`src/rtl/acc12_pkg.sv`:
```
`timescale 1ns/1ps
package acc12_pkg;
  localparam int WORD_W = 12;
  localparam int OFFS_W = 7;
  localparam int OP_W   = 3;
  localparam int PAGE_W = WORD_W - OFFS_W;

  typedef enum logic [OP_W-1:0] {
    OP_AND = 3'd0, OP_TAD = 3'd1, OP_ISZ = 3'd2, OP_DCA = 3'd3,
    OP_JMS = 3'd4, OP_JMP = 3'd5, OP_IOT = 3'd6, OP_OPR = 3'd7
  } opcode_e;

  typedef enum logic [2:0] {
    ST_FETCH, ST_DECODE, ST_INDIR, ST_MEMOP, ST_RDOP, ST_HALT
  } state_e;

  // add with carry into the link: returns {new_link, sum}
  function automatic logic [WORD_W:0] add_link(input logic lnk,
                                               input logic [WORD_W-1:0] a,
                                               input logic [WORD_W-1:0] b);
    logic [WORD_W:0] s;
    s = {1'b0, a} + {1'b0, b};
    return {lnk ^ s[WORD_W], s[WORD_W-1:0]};
  endfunction

  // effective address from page select bit and offset
  function automatic logic [WORD_W-1:0] eff_addr(input logic [WORD_W-1:0] here,
                                                 input logic cur_page,
                                                 input logic [OFFS_W-1:0] offs);
    logic [PAGE_W-1:0] pg;
    pg = cur_page ? here[WORD_W-1:OFFS_W] : '0;
    return {pg, offs};
  endfunction

  // 13-bit rotate of link:AC, right when dir_r else left
  function automatic logic [WORD_W:0] rot13(input logic [WORD_W:0] la,
                                            input logic dir_r);
    return dir_r ? {la[0], la[WORD_W:1]} : {la[WORD_W-1:0], la[WORD_W]};
  endfunction
endpackage

```
`src/rtl/acc12_opr1.sv`:
```
`timescale 1ns/1ps
module acc12_opr1 import acc12_pkg::*; (
  input  logic [WORD_W-1:0] ac_i,
  input  logic              link_i,
  input  logic [7:0]        ctl_i,
  output logic [WORD_W-1:0] ac_o,
  output logic              link_o
);
  logic [WORD_W:0] la;
  logic            do_rot;

  always_comb begin
    la = {link_i, ac_i};
    if (ctl_i[7]) la[WORD_W-1:0] = '0;
    if (ctl_i[6]) la[WORD_W] = 1'b0;
    if (ctl_i[5]) la[WORD_W-1:0] = ~la[WORD_W-1:0];
    if (ctl_i[4]) la[WORD_W] = ~la[WORD_W];
    if (ctl_i[0]) la = add_link(la[WORD_W], la[WORD_W-1:0], {{(WORD_W-1){1'b0}}, 1'b1});
    do_rot = ctl_i[3] | ctl_i[2];
    if (do_rot) begin
      la = rot13(la, ctl_i[3]);
      if (ctl_i[1]) la = rot13(la, ctl_i[3]);
    end
    ac_o   = la[WORD_W-1:0];
    link_o = la[WORD_W];
  end

  // lone increment and lone complement behave arithmetically
  always_comb begin
    if (ctl_i == 8'b0000_0001)
      p_iac_r7: assert (ac_o == ac_i + 12'd1);
    if (ctl_i == 8'b0010_0000)
      p_cma_r7: assert ((ac_o ^ ac_i) == '1 && link_o == link_i);
  end
endmodule

```
`src/rtl/acc12_skip.sv`:
```
`timescale 1ns/1ps
module acc12_skip import acc12_pkg::*; (
  input  logic [WORD_W-1:0] ac_i,
  input  logic              link_i,
  input  logic              t_neg_i,
  input  logic              t_zero_i,
  input  logic              t_link_i,
  input  logic              invert_i,
  output logic              skip_o
);
  logic hit;

  always_comb begin
    hit    = (t_neg_i & ac_i[WORD_W-1]) | (t_zero_i & (ac_i == '0)) | (t_link_i & link_i);
    skip_o = hit ^ invert_i;
  end

  // inverted form with no test selected always skips
  always_comb begin
    if (invert_i && !t_neg_i && !t_zero_i && !t_link_i)
      p_skip_always_r8: assert (skip_o);
  end
endmodule

```
`src/rtl/acc12_mqu.sv`:
```
`timescale 1ns/1ps
module acc12_mqu import acc12_pkg::*; (
  input  logic [WORD_W-1:0] ac_i,
  input  logic [WORD_W-1:0] mq_i,
  input  logic              clr_i,
  input  logic              or_mq_i,
  input  logic              ld_mq_i,
  output logic [WORD_W-1:0] ac_o,
  output logic [WORD_W-1:0] mq_o
);
  logic [WORD_W-1:0] a1;

  always_comb begin
    a1   = clr_i ? '0 : ac_i;
    mq_o = ld_mq_i ? a1 : mq_i;
    ac_o = (ld_mq_i ? '0 : a1) | (or_mq_i ? mq_i : '0);
  end

  // exchange without clear swaps the two registers
  always_comb begin
    if (or_mq_i && ld_mq_i && !clr_i)
      p_swap_r10: assert (ac_o == mq_i && mq_o == ac_i);
  end
endmodule

```
`src/rtl/acc12_core.sv`:
```
`timescale 1ns/1ps
module acc12_core import acc12_pkg::*; #(
  parameter logic [WORD_W-1:0] START_PC  = 12'o0200,
  parameter logic [WORD_W-1:0] SAVE_ADDR = 12'o0000
) (
  input  logic              clk,
  input  logic              rst,
  input  logic              irq,
  input  logic [WORD_W-1:0] mem_rdata,
  output logic [WORD_W-1:0] mem_addr,
  output logic [WORD_W-1:0] mem_wdata,
  output logic              mem_we,
  output logic              halted_o,
  output logic [WORD_W-1:0] pc_o,
  output logic [WORD_W-1:0] ac_o,
  output logic              link_o
);
  localparam logic [WORD_W-1:0] ONE  = {{(WORD_W-1){1'b0}}, 1'b1};
  localparam logic [WORD_W-1:0] TWO  = ONE + ONE;
  localparam logic [8:0]        IOT_ON  = 9'o001;
  localparam logic [8:0]        IOT_OFF = 9'o002;

  state_e            state;
  logic [WORD_W-1:0] pc, ac, mq, ir, ea;
  logic              link, ien, ion_hold;

  // decode view: the fetched word during DECODE, the held word afterwards
  logic [WORD_W-1:0] instr;
  opcode_e           op;
  logic [WORD_W-1:0] ea_dir;
  logic              is_memref;
  assign instr     = (state == ST_DECODE) ? mem_rdata : ir;
  assign op        = opcode_e'(instr[WORD_W-1:WORD_W-OP_W]);
  assign ea_dir    = eff_addr(pc, instr[OFFS_W], instr[OFFS_W-1:0]);
  assign is_memref = (op != OP_IOT) && (op != OP_OPR);

  // operate-group units
  logic [WORD_W-1:0] g1_ac, mq_ac, mq_mq;
  logic              g1_link, skip_w;

  acc12_opr1 u_opr1 (
    .ac_i(ac), .link_i(link), .ctl_i(instr[7:0]),
    .ac_o(g1_ac), .link_o(g1_link)
  );

  acc12_skip u_skip (
    .ac_i(ac), .link_i(link),
    .t_neg_i(instr[6]), .t_zero_i(instr[5]), .t_link_i(instr[4]),
    .invert_i(instr[3]), .skip_o(skip_w)
  );

  acc12_mqu u_mqu (
    .ac_i(ac), .mq_i(mq),
    .clr_i(instr[7]), .or_mq_i(instr[6]), .ld_mq_i(instr[4]),
    .ac_o(mq_ac), .mq_o(mq_mq)
  );

  // named events
  logic              take_int, ion_evt, iof_evt, skip_evt, grp2, grp3, isz_skip;
  logic [WORD_W-1:0] inc_w;
  logic [WORD_W:0]   tad_w;
  assign inc_w    = mem_rdata + ONE;
  assign tad_w    = add_link(link, ac, mem_rdata);
  assign take_int = (state == ST_FETCH) && irq && ien && !ion_hold;
  assign ion_evt  = (state == ST_DECODE) && (op == OP_IOT) && (instr[8:0] == IOT_ON);
  assign iof_evt  = (state == ST_DECODE) && (op == OP_IOT) && (instr[8:0] == IOT_OFF);
  assign grp2     = (op == OP_OPR) && instr[8] && !instr[0];
  assign grp3     = (op == OP_OPR) && instr[8] && instr[0];
  assign skip_evt = (state == ST_DECODE) && grp2 && skip_w;
  assign isz_skip = (state == ST_RDOP) && (op == OP_ISZ) && (inc_w == '0);

  // memory port
  always_comb begin
    mem_addr  = pc;
    mem_wdata = '0;
    mem_we    = 1'b0;
    unique case (state)
      ST_FETCH: if (take_int) begin
        mem_addr  = SAVE_ADDR;
        mem_wdata = pc;
        mem_we    = 1'b1;
      end
      ST_DECODE: mem_addr = ea_dir;
      ST_INDIR:  mem_addr = ea;
      ST_MEMOP: begin
        mem_addr = ea;
        if (op == OP_DCA) begin
          mem_wdata = ac;
          mem_we    = 1'b1;
        end else if (op == OP_JMS) begin
          mem_wdata = pc;
          mem_we    = 1'b1;
        end
      end
      ST_RDOP: begin
        mem_addr = ea;
        if (op == OP_ISZ) begin
          mem_wdata = inc_w;
          mem_we    = 1'b1;
        end
      end
      default: ;
    endcase
  end

  // sequencer
  always_ff @(posedge clk) begin
    if (rst) begin
      state    <= ST_FETCH;
      pc       <= START_PC;
      ac       <= '0;
      mq       <= '0;
      link     <= 1'b0;
      ir       <= '0;
      ea       <= '0;
      ien      <= 1'b0;
      ion_hold <= 1'b0;
    end else begin
      unique case (state)
        ST_FETCH: begin
          if (take_int) begin
            pc  <= SAVE_ADDR + ONE;
            ien <= 1'b0;
          end else begin
            ion_hold <= 1'b0;
            state    <= ST_DECODE;
          end
        end
        ST_DECODE: begin
          ir    <= mem_rdata;
          pc    <= pc + ONE;
          state <= ST_FETCH;
          if (is_memref) begin
            ea    <= ea_dir;
            state <= instr[8] ? ST_INDIR : ST_MEMOP;
          end else if (op == OP_IOT) begin
            if (ion_evt) begin
              ien      <= 1'b1;
              ion_hold <= 1'b1;
            end
            if (iof_evt) ien <= 1'b0;
          end else if (!instr[8]) begin
            ac   <= g1_ac;
            link <= g1_link;
          end else if (grp2) begin
            if (skip_w)   pc <= pc + TWO;
            if (instr[7]) ac <= '0;
            if (instr[1]) state <= ST_HALT;
          end else if (grp3) begin
            ac <= mq_ac;
            mq <= mq_mq;
          end
        end
        ST_INDIR: begin
          ea    <= mem_rdata;
          state <= ST_MEMOP;
        end
        ST_MEMOP: begin
          state <= ST_FETCH;
          case (op)
            OP_AND, OP_TAD, OP_ISZ: state <= ST_RDOP;
            OP_DCA: ac <= '0;
            OP_JMS: pc <= ea + ONE;
            OP_JMP: pc <= ea;
            default: ;
          endcase
        end
        ST_RDOP: begin
          state <= ST_FETCH;
          case (op)
            OP_AND: ac <= ac & mem_rdata;
            OP_TAD: {link, ac} <= tad_w;
            OP_ISZ: if (inc_w == '0) pc <= pc + ONE;
            default: ;
          endcase
        end
        default: state <= ST_HALT;
      endcase
    end
  end

  assign halted_o = (state == ST_HALT);
  assign pc_o     = pc;
  assign ac_o     = ac;
  assign link_o   = link;

  // a taken skip leaves PC two past the skip instruction
  p_skip_adv_r8: assert property (@(posedge clk) disable iff (rst)
    skip_evt |=> pc == $past(pc) + TWO);

  // a zero result of ISZ steps past the following word
  p_isz_skip_r4: assert property (@(posedge clk) disable iff (rst)
    isz_skip |=> pc == $past(pc) + ONE);

  // a store leaves AC cleared
  p_dca_clear_r5: assert property (@(posedge clk) disable iff (rst)
    (state == ST_MEMOP && op == OP_DCA) |=> ac == '0);

  // halt is sticky, PC frozen, no writes
  p_halt_hold_r9: assert property (@(posedge clk) disable iff (rst)
    halted_o |=> halted_o && $stable(pc) && !mem_we);

  // an accepted interrupt vectors after the save word and disables itself
  p_int_vector_r11: assert property (@(posedge clk) disable iff (rst)
    take_int |=> pc == SAVE_ADDR + ONE && !ien);

  // enabling does not admit an interrupt at the very next boundary
  p_ion_delay_r12: assert property (@(posedge clk) disable iff (rst)
    ion_evt |=> !take_int);
endmodule

```
`config.mk`:
```
export PLATFORM = sky130hd
export DESIGN_NAME = acc12_core
export DESIGN_NICKNAME = d
export VERILOG_FILES = /design/src/rtl/acc12_pkg.sv /design/src/rtl/acc12_opr1.sv /design/src/rtl/acc12_skip.sv /design/src/rtl/acc12_mqu.sv /design/src/rtl/acc12_core.sv
export SDC_FILE = /design/constraint.sdc
export NUM_CORES = 1
export LEC_CHECK = 0
export BUFFER_PORTS_ARGS = -buffer_cell sky130_fd_sc_hd__buf_2
export CAP_MARGIN = 20
export CORE_MARGIN = 5
export CORE_UTILIZATION = 60
export CTS_BUF_LIST = sky130_fd_sc_hd__clkbuf_16
export DETAILED_ROUTE_END_ITERATION = 6
export GPL_TIMING_DRIVEN = 0
export PLACE_DENSITY_LB_ADDON = 0.08
export REMOVE_ABC_BUFFERS = 1
export SLEW_MARGIN = 15
export SYNTH_ARGS = -nofsm -noshare
export SYNTH_HDL_FRONTEND = slang
export SYNTH_SLANG_ARGS = --single-unit
export TNS_END_PERCENT = 5
```
`constraint.sdc`:
```
create_clock -name clk -period 7.1 [get_ports clk]
set_input_delay 0 -clock clk [delete_from_list [all_inputs] [get_ports clk]]
set_output_delay 0 -clock clk [all_outputs]
set_load 0.02 [all_outputs]
```
# [Yosys cells after proc, flatten, opt, wreduce, memory -nomap -nowiden]
# Index checks and enable logic that the tools add are counted.
[totals] regBits=66 in_bits=15 output_inout_bits=51 wordCells=162
[op_classes] add_sub_neg=6 n_eq_ne=32 mux=69 bitwise_logic=16 reduce_logical=30
[op_table] cell="$mux 12" count=25
[op_table] cell="$pmux 12 s3" count=3
[op_table] cell="$pmux 12 s2" count=3
[op_table] cell="$mux 13" count=5
[op_table] cell="$pmux 12 s4" count=1
[op_table] cell="$add 12x1->12 const B" count=3
[op_table] cell="$logic_not 12->1" count=2
[op_table] cell="$mux 3" count=7
[op_table] cell="$reduce_and 5->1" count=4
[op_table] cell="$mux 1" count=19
[op_table] cell="$eq 3x3->1 const B" count=6
[op_table] cell="$ne 2x2->1 const B" count=8
[op_table] cell="$pmux 3 s5" count=1
[op_table] cell="$add 12x1->13 const B" count=1
[op_table] cell="$add 12x12->13" count=1
[op_table] cell="$add 12x2->12 const B" count=1
[op_table] cell="$and 12x12->12" count=1
[op_table] cell="$eq 3x2->1 const B" count=4
[op_table] cell="$not 12->12" count=1
[op_table] cell="$or 12x12->12" count=1
[op_table] cell="$logic_and 1x1->1" count=10
[op_table] cell="$eq 9x1->1 const B" count=1
[op_table] cell="$eq 9x2->1 const B" count=1
[op_table] cell="$ne 3x3->1 const B" count=3
[op_table] cell="other kinds (21)" count=41

# [Longest topological paths before layout]
# Gate-level depths: netlist (run 1).
[depth] ltp_word=16 depth_mapped=14

# [Cells and area by module]
# Synthesis (run 1) repeated with hierarchy kept, for this count alone.
[unflattened] cells_unflattened=931 hier_area_um2=6906.6
[by_module_without_submodules] mod="acc12_core" instances=1 cells_per_inst=682 area_each_um2=5137.4
[by_module_without_submodules] mod="acc12_opr1" instances=1 cells_per_inst=203 area_each_um2=1375.1
[by_module_without_submodules] mod="acc12_mqu" instances=1 cells_per_inst=32 area_each_um2=289.0
[by_module_without_submodules] mod="acc12_skip" instances=1 cells_per_inst=14 area_each_um2=105.1

# [Worst setup path before layout (run 1)]
# OpenSTA, ideal clock, no wires.
[synth_path] kind="register -> register" from="register ac[0], in the netlist ac_o[0]" to="register link, in the netlist link_o" setup_time_ns=0.101 t_arrival_ns=2.829 required_ns=6.999 setup_slack_ns=4.170 stages_incl_launch_ff=12 path_cell_list="dfxtp_1 > ha_1 > fa_1 > a21o_1 > a21oi_1 > o21bai_1 > a2111oi_0 > o311ai_0 > a21o_1 > a211oi_1 > o211ai_1 > o41ai_1"
[synth_between] elab_chain_len=14 elab_cells_between_ends=17 cone_classes="2 x add/sub; 12 x mux; 3 x bitwise"
[synth_rtl] item="start, declared" line="acc12_core.sv:24" text="logic [WORD_W-1:0] pc, ac, mq, ir, ea;"
[synth_rtl] item="start signal, assigned" line="acc12_core.sv:143" text="ac <= g1_ac;"
[synth_rtl] item="start signal, assigned" line="acc12_core.sv:150" text="ac <= mq_ac;"
[synth_rtl] item="start signal, assigned" line="acc12_core.sv:171" text="OP_AND: ac <= ac & mem_rdata;"
[synth_rtl] item="$mux 12" line="acc12_opr1.sv:14" text="if (ctl_i[7]) la[WORD_W-1:0] = '0;"
[synth_rtl] item="$not 12->12" line="acc12_opr1.sv:16" text="if (ctl_i[5]) la[WORD_W-1:0] = ~la[WORD_W-1:0];"
[synth_rtl] item="$mux 12" line="acc12_opr1.sv:16"
[synth_rtl] item="$add 12x1->13" line="acc12_pkg.sv:22" text="s = {1'b0, a} + {1'b0, b};"
[synth_rtl] item="$xor 1x1->1" line="acc12_pkg.sv:23" text="return {lnk ^ s[WORD_W], s[WORD_W-1:0]};"
[synth_rtl] item="$mux 13" line="acc12_opr1.sv:18" text="if (ctl_i[0]) la = add_link(la[WORD_W], la[WORD_W-1:0], {{(WORD_W-1){1'b0}}, 1'b1});"
[synth_rtl] item="$mux 13 (2 in a row)" line="acc12_pkg.sv:38" text="return dir_r ? {la[0], la[WORD_W:1]} : {la[WORD_W-1:0], la[WORD_W]};"
[synth_rtl] item="$mux 13" line="acc12_opr1.sv:22" text="if (ctl_i[1]) la = rot13(la, ctl_i[3]);"
[synth_rtl] item="$mux 13" line="acc12_opr1.sv:20" text="if (do_rot) begin"
[synth_rtl] item="$mux 1" line="acc12_core.sv:142" text="end else if (!instr[8]) begin"
[synth_rtl] item="$mux 1" line="acc12_core.sv:136" text="end else if (op == OP_IOT) begin"
[synth_rtl] item="$mux 1" line="acc12_core.sv:133" text="if (is_memref) begin"
[synth_rtl] item="$pmux 1 s2 *" line="acc12_core.sv:119" text="unique case (state)"
[synth_rtl] item="end signal, assigned" line="acc12_core.sv:144" text="link <= g1_link;"
[synth_rtl] item="end signal, assigned" line="acc12_core.sv:172" text="OP_TAD: {link, ac} <= tad_w;"
[synth_rtl] item="end, declared" line="acc12_core.sv:25" text="logic link, ien, ion_hold;"
# Mark *: on every way between the ends. The rest lies on a longest branch, timed or not. The select of a mux whose other input is x is not followed.
# A chain may end at the register's enable or synchronous reset.

# [Worst setup path in the final report (run 1)]
[layout_path] from="register state[0]" to="register ac[0], in the netlist ac_o[0]"
[layout_between] elab_chain_len=15 elab_cells_between_ends=47 cone_classes="1 x add/sub; 14 x eq/ne; 19 x mux; 5 x bitwise; 8 x reduce/logical"
[layout_rtl] item="start, declared" line="acc12_core.sv:23" text="state_e state;"
[layout_rtl] item="start signal, assigned" line="acc12_core.sv:135" text="state <= instr[8] ? ST_INDIR : ST_MEMOP;"
[layout_rtl] item="$eq 3x1->1" line="acc12_core.sv:32, acc12_core.sv:119"
[layout_rtl] item="$mux 12"
[layout_rtl] item="$mux 12" line="acc12_opr1.sv:14, acc12_mqu.sv:14"
[layout_rtl] item="$not 12->12" line="acc12_opr1.sv:16"
[layout_rtl] item="$mux 12" line="acc12_opr1.sv:16"
[layout_rtl] item="$add 12x1->13" line="acc12_pkg.sv:22"
[layout_rtl] item="$xor 1x1->1 or $mux 13 (tied branches)" line="acc12_pkg.sv:23, acc12_opr1.sv:18"
[layout_rtl] item="$mux 13 (on tied branches)" line="acc12_opr1.sv:18, acc12_pkg.sv:38"
[layout_rtl] item="$mux 13" line="acc12_pkg.sv:38"
[layout_rtl] item="$mux 13" line="acc12_opr1.sv:22"
[layout_rtl] item="$mux 13" line="acc12_opr1.sv:20"
[layout_rtl] item="$mux 12" line="acc12_core.sv:142"
[layout_rtl] item="$mux 12" line="acc12_core.sv:136"
[layout_rtl] item="$mux 12" line="acc12_core.sv:133"
[layout_rtl] item="$pmux 12 s3" line="acc12_core.sv:119"
# Several ways; a longest one is shown, not always the timed one. The select of a mux whose other input is x is not followed.

==> results of run 1 <==
-- cell families (layout without fill, tap and decap cells) --
kind of cell,after synthesis,count (layout)
and+or+nand+nor,378,378
AOI/OAI and AO/OA,286,286
buffers and inverters,95,108
DFF,66,66
xor gates and xnor gates,49,49
adders and majority gates,17,17
muxes,17,17
-- state kept, by name, summed over array words and instances (netlist names) --
name	count
ion_hold	1
mq	12
state	3
ir	12
ea	12
link_o	1
ac_o	12
pc_o	12
ien	1
-- area by class of cell --
| type | instances | area, sq um | share of cell area |
|---|---|---|---|
| Multi-Input combinational cell | 747 | 4815 | 0.6814 |
| Clock inverter | 7 | 37.54 | 0.005313 |
| Sequential cell | 66 | 1321 | 0.1870 |
| Clock buffer | 9 | 225.2 | 0.03188 |
| Inverter | 20 | 75.07 | 0.01063 |
| Tap cell | 140 | 175.2 | 0.02479 |
| Timing Repair Buffer | 72 | 416.7 | 0.05897 |
-- what timing repair did --
item                       in CTS  in global routing
hold buffers                    1                  0
setup endpoints to repair       0                  0
hold endpoints to repair        1                  0
gates resized for setup         0                  0
-- Yosys cell counts, types with 5 or more instances --
| cell | n |
|---|---|
| a211oi_1 | 19 |
| o21ai_0 | 29 |
| a22oi_1 | 15 |
| a311oi_1 | 14 |
| o2111ai_1 | 5 |
| nand2_1 | 132 |
| clkbuf_1 | 57 |
| a221oi_1 | 6 |
| nand4_1 | 9 |
| buf_1 | 5 |
| ha_1 | 16 |
| o221ai_1 | 6 |
| a21oi_1 | 59 |
| a31oi_1 | 8 |
| o21ai_1 | 17 |
| nand2b_1 | 10 |
| a32oi_1 | 10 |
| a221o_1 | 8 |
| nor4_1 | 7 |
| and3_1 | 8 |
| or2_2 | 5 |
| inv_1 | 20 |
| o211ai_1 | 11 |
| xnor2_1 | 31 |
| nand3_1 | 37 |
| mux2i_1 | 11 |
| a22o_1 | 6 |
| nor2b_1 | 8 |
| and2_1 | 10 |
| o32ai_1 | 5 |
| a222oi_1 | 5 |
| o22ai_1 | 6 |
| nor2_1 | 92 |
| dfxtp_1 | 66 |
| nor3_1 | 27 |
| o31ai_1 | 7 |
| xor2_1 | 17 |
| a21o_1 | 7 |
-- routing by layer --
metal | wire length [microns] | share of wire | track usage
met2 | 11340 | 0.45 | 0.6335
met1 | 9577 | 0.38 | 0.4737
met3 | 2569 | 0.10 | 0.05444
met4 | 1567 | 0.063 | 0.2264
met5 | 0 | 0 | 0
-- power breakdown --
part           switching, mW  internal, mW
registers             0.0648         0.395
logic                  0.391         0.199
clock network          0.177         0.232
-- final timing paths --
check                                   from      end  slack [ns]  cells past startpoint
worst max-delay path                state[0]  ac_o[0]        2.69                      8
worst max register to register      state[0]  ac_o[0]        2.69                      8
worst min-delay path            mem_rdata[5]    ea[5]        0.03                      3
worst min register to register         mq[8]    mq[8]        0.45                      2
-- stage by stage --
step,cells,power [mW],setup slack (ns)
2_1_floorplan,833,0.8358,2.334
3_3_place_gp,1038,1.006,0.4755
3_5_place_dp,1044,1.032,2.867
4_1_cts,1061,1.435,2.833
5_1_grt,1061,1.516,2.539
6_report,1061,1.459,2.692
-- cell usage in the layout (no fill, tap or decap), types with 10 or more instances in the layout --
cell | Yosys | final
a211oi_1 | 19 | 19
a311oi_1 | 14 | 14
xnor2_1 | 31 | 31
dfxtp_1 | 66 | 66
a21oi_1 | 59 | 58
xor2_1 | 17 | 17
a32oi_1 | 10 | 10
nor2_1 | 92 | 92
nand2_1 | 132 | 132
nand3_1 | 37 | 37
and2_1 | 10 | 10
inv_1 | 20 | 21
buf_2 | 4 | 65
ha_1 | 16 | 16
o211ai_1 | 11 | 11
o21ai_0 | 29 | 29
a22oi_1 | 15 | 15
o21ai_1 | 17 | 17
nand2b_1 | 10 | 10
nor3_1 | 27 | 26
-- worst reg2reg max path, stage by stage, from the launching register on --
cell and delay [ns]:
dfxtp_1 0.76, or3b_2 0.72, mux2i_2 0.89, nor4_2 0.14, nor2_1 0.85, a22oi_2 0.24
a221oi_2 0.33, o21ai_1 0.15, a311oi_2 0.25
==> results.sh, run 1 <==
export IMPL_syn_area_sq_mm=0.006501
export IMPL_critical_path_max_stage_delay_ns=0.88
export IMPL_path_max_fanout=21
export IMPL_worst_path_max_delay_cell="mux2i_2"
export IMPL_postSynth_asyncResetShare=0
export IMPL_num_fill_cells=993
export IMPL_clockBufferDepth=2
export IMPL_drt_total_wl_microns=25050
export IMPL_ys_seq_elements=66
export IMPL_initial_core_util=0.6050
export IMPL_dieHeight_microns=114.1
export IMPL_min_period_ns=4.408
export IMPL_wl_per_cell_microns=23.61
export IMPL_ys_warn_count=0
export IMPL_crit_arrival_ns=4.66
export IMPL_yosysUniqueCellTypes=95
export IMPL_hold_path_class="input port to register"
export IMPL_synth_edf_count=0
export IMPL_yosysTopAreaCellShare=0.2032
export IMPL_synthMuxAreaShare=0.03137
export IMPL_path_buf_inv=0
export IMPL_place_gp_congestion=0.9806
export IMPL_dieArea_sq_mm=0.01302
export IMPL_vias_per_cell=7.164
export IMPL_syn_instance_count=908
export IMPL_grt_pass1_wl_microns=39270
export IMPL_critical_path_class="register to register"
export IMPL_post_route_util=0.6575
export IMPL_num_antenna_cells=0
export IMPL_grt_overflow_total=0
export IMPL_vias=7601
export IMPL_status="complete, no violations"
export IMPL_clk_pin_slew_ns=0.06
export IMPL_syn_area_per_cell_sq_um=7.160
export IMPL_cellPowerDensity_mw_per_mm2=206.4
export IMPL_h_tree_depth=3
export IMPL_setup_viol=0
export IMPL_drv_cap=0
export IMPL_synthFlopType="dfxtp_1"
export IMPL_finalClockSkew_ns=0.007690
export IMPL_cts_tree="built"
export IMPL_finalMaxSlewViolations=0
export IMPL_synth_xor_area_share=0.06813
export IMPL_synth_adder_area_share=0.03387
export IMPL_worst_pin_slew_ns=1.086
export IMPL_insertion_delay_ns=0.34
export IMPL_rows=38
export IMPL_synth_top_family_by_area="compound AO/OA/AOI/OAI gates"
export IMPL_area_delta_synth_final_pct=8.680
export IMPL_hold_violations=0
export IMPL_drt_iter0_drc=1294
export IMPL_ir_drop_uv=128.0
export IMPL_cts_num_sinks=66
export IMPL_synth_compound_area_frac=0.3247
export IMPL_die_x_microns=114.1
export IMPL_drive_gt1_frac=0.1325
export IMPL_grt_max_degree=37
export IMPL_period_share=0.6209
export IMPL_rsz0062_at_grt="no"
export IMPL_nets=948
export IMPL_grt_pass1_vias=7190
export IMPL_dp_final_hpwl_microns=17910
export IMPL_antenna_found_initial=0
export IMPL_holdWs_ns=0.02769
export IMPL_ant_nets=0
export IMPL_fin_tns_setup_ns=0
export IMPL_placedInstanceArea_sq_mm=0.006793
export IMPL_cts_buffers=9
export IMPL_grtUsageTotal=0.3833
export IMPL_synth_seq_area_share=0.2032
export IMPL_crit_chain="or3b_2 > mux2i_2 > nor4_2 > nor2_1 > a22oi_2 > a221oi_2 > o21ai_1 > a311oi_2"
export IMPL_io_buffers=65
export IMPL_core_area_sq_mm=0.01075
export IMPL_cts_setup_buffers=0
export IMPL_timing_fmax_mhz=226.8
export IMPL_cp_top_family="simple AND/OR/NAND/NOR gates"
export IMPL_io_pins=66
export IMPL_p_leak_nw=2.619
export IMPL_required_ns=7.35
export IMPL_root_buffer="clkbuf_16"
export IMPL_max_slew_margin_rel=0.2553
export IMPL_startpoint_type="register"
export IMPL_drc_errors=0
export IMPL_yosys_area_share_simple=0.2764
export IMPL_first_pass_iters=5
export IMPL_critPathCaptureType="register"
export IMPL_synth_top_area_cell="dfxtp_1"
export IMPL_final_cell_area_sq_mm=0.007066
export IMPL_synth_area_leaders="dfxtp_1 20%, nand2_1 7.6%, nor2_1 5.3%"
No activity file was read; power rests on OpenSTA's default activity.
==> run 2, diff against run 1 <==
==> constraint.sdc (replaced) <==
create_clock -name clk -period 4.19 [get_ports clk]
set_input_delay 0 -clock clk [delete_from_list [all_inputs] [get_ports clk]]
set_output_delay 0 -clock clk [all_outputs]
set_load 0.02 [all_outputs]
==> run 2 against run 1 <==
Compared with the run above:
- die area unchanged
- cell count unchanged
- sequential share of layout area about the same
- non-clock buffer count unchanged
- routed wire length down 0.39%
- hold slack better by 0.00071 ns
==> results.sh, run 2 (synthesized netlist as in run 1, its figures left out) <==
export IMPL_status="complete, no violations"
export IMPL_max_slew_margin_rel=0.2780
export IMPL_crit_top_cell="nor2_1"
export IMPL_cts_setup_buffers=0
export IMPL_grt_max_degree=37
export IMPL_period_share=0.9657
export IMPL_drive_gt1_frac=0.1357
export IMPL_cts_num_sinks=66
export IMPL_p_leak_nw=2.622
export IMPL_initial_core_util=0.6050
export IMPL_root_buffer="clkbuf_16"
export IMPL_cts_tree="built"
export IMPL_fin_cells=1061
export IMPL_antenna_found_initial=0
export IMPL_dieHeight_microns=114.1
export IMPL_startpoint_type="register"
export IMPL_drv_cap=0
export IMPL_vias_per_cell=7.180
export IMPL_required_ns=4.43
export IMPL_rows=38
export IMPL_critical_path_max_stage_delay_ns=0.89
export IMPL_die_x_microns=114.1
export IMPL_grt_overflow_total=0
export IMPL_dp_final_hpwl_microns=17910
export IMPL_globalRouteMet2Util=0.6284
export IMPL_min_period_ns=4.046
export IMPL_cts_buffers=9
export IMPL_hold_path_class="input port to register"
export IMPL_worst_pin_slew_ns=1.053
export IMPL_post_route_util=0.6589
export IMPL_grt_pass1_vias=7213
export IMPL_seq_area_sq_mm=0.001323
export IMPL_multiInputGateArea_sq_mm=0.004828
export IMPL_place_inst=1044
export IMPL_met3_usage=0.05233
export IMPL_dieArea_sq_mm=0.01302
export IMPL_report_power_total_mw=2.472
export IMPL_core_area_sq_mm=0.01075
export IMPL_nets=948
export IMPL_wl_per_cell_microns=23.52
export IMPL_path_max_fanout=24
export IMPL_clk_pin_slew_ns=0.06
export IMPL_critPathCaptureType="register"
export IMPL_critical_path_class="register to register"
export IMPL_drc_errors=0
export IMPL_hold_violations=0
export IMPL_vias=7618
export IMPL_finalMaxSlewViolations=0
export IMPL_final_common_cell="nand2_1"
export IMPL_num_antenna_cells=0
export IMPL_ant_nets=0
export IMPL_use_met1=0.4744
export IMPL_drt_total_wl_microns=24950
export IMPL_ir_drop_uv=217.3
export IMPL_setup_viol=0
export IMPL_h_tree_depth=3
export IMPL_num_fill_cells=997
export IMPL_final_cell_mix="132 x nand2_1, 91 x nor2_1, 65 x dfxtp_1, 65 x buf_2, 58 x a21oi_1"
export IMPL_crit_chain="or3b_4 > buf_12 > mux2i_1 > nand2_1 > nor2_1 > nand4_1 > nor3_1 > nor2_1 > a311oi_1"
export IMPL_grt_busiest_layer="met2"
export IMPL_drt_iter0_drc=1280
export IMPL_clockBufferDepth=2
export IMPL_crit_arrival_ns=4.29
export IMPL_grtUsageTotal=0.3833
export IMPL_grt_pass1_wl_microns=39250
export IMPL_rsz0062_at_grt="yes"
export IMPL_place_gp_congestion=0.9806
export IMPL_cellPowerDensity_mw_per_mm2=349.1
export IMPL_insertion_delay_ns=0.34
export IMPL_area_delta_synth_final_pct=8.911
export IMPL_finalClockSkew_ns=0.006937
export IMPL_worst_path_max_delay_cell="mux2i_1"
export IMPL_io_pins=66
export IMPL_io_buffers=65
export IMPL_first_pass_iters=6
export IMPL_timing_fmax_mhz=247.1
[run 2: path summary, 6_finish.rpt]
path	slack, ns	end	startpoint	depth (start not counted)
worst max-delay path	0.14	ien	state[2]	9
worst min register to register	0.45	mq[8]	mq[8]	2
worst min-delay path	0.03	ea[3]	mem_rdata[3]	3
worst max register to register	0.14	ien	state[2]	9
[run 2: power breakdown]
group / switching (mW) / internal, mW / leakage [nW]
clock network: 0.298 / 0.393 / 0.130
registers: 0.109 / 0.670 / 0.537
logic: 0.663 / 0.340 / 1.96
[run 2: timing repair]
action	4_1_cts	5_1_grt
pin swaps	0	1
hold buffers	1	0
gates resized for setup	2	3
setup endpoints to repair	5	6
cloned	0	0
endpoints found under the hold margin	1	0
[run 2: per-stage QoR]
stage               TNS (ns)  hold WS (ns)  instance area, sq um  setup WS [ns]
global placement      -71.40        0.3342                  6671         -2.435
finish                     0       0.02840                  7081         0.1437
global route        -0.03209       0.04736                  7081       -0.03209
CTS                        0       0.01481                  7069         0.1324
detailed placement  -0.06375        0.3470                  6793       -0.04295
floorplan             -3.627       0.06786                  6171        -0.5763
[run 2: area by class of cell]
type,count,share of cell area
clock inverter,7,0.005301
clock buffer,9,0.03181
sequential,66,0.1868
timing repair buffer,72,0.05884
tap,140,0.02474
inverter,20,0.01060
multi-input combinational,747,0.6819
[run 2: worst max-delay path: cells and delay by family, from the launching register on]
kind	cells	cell delay, ns
mux	1	0.89
buf+inv	1	0.23
compound gates	1	0.28
flops	1	0.74
simple gates	6	1.77
[run 2: per-layer routing]
| metal | up-vias | part of all wire |
|---|---|---|
| met5 | - | 0 |
| met4 | 0 | 0.060 |
| met3 | 110 | 0.10 |
| met2 | 548 | 0.46 |
| met1 | 3554 | 0.37 |
| li1 | 3406 | - |
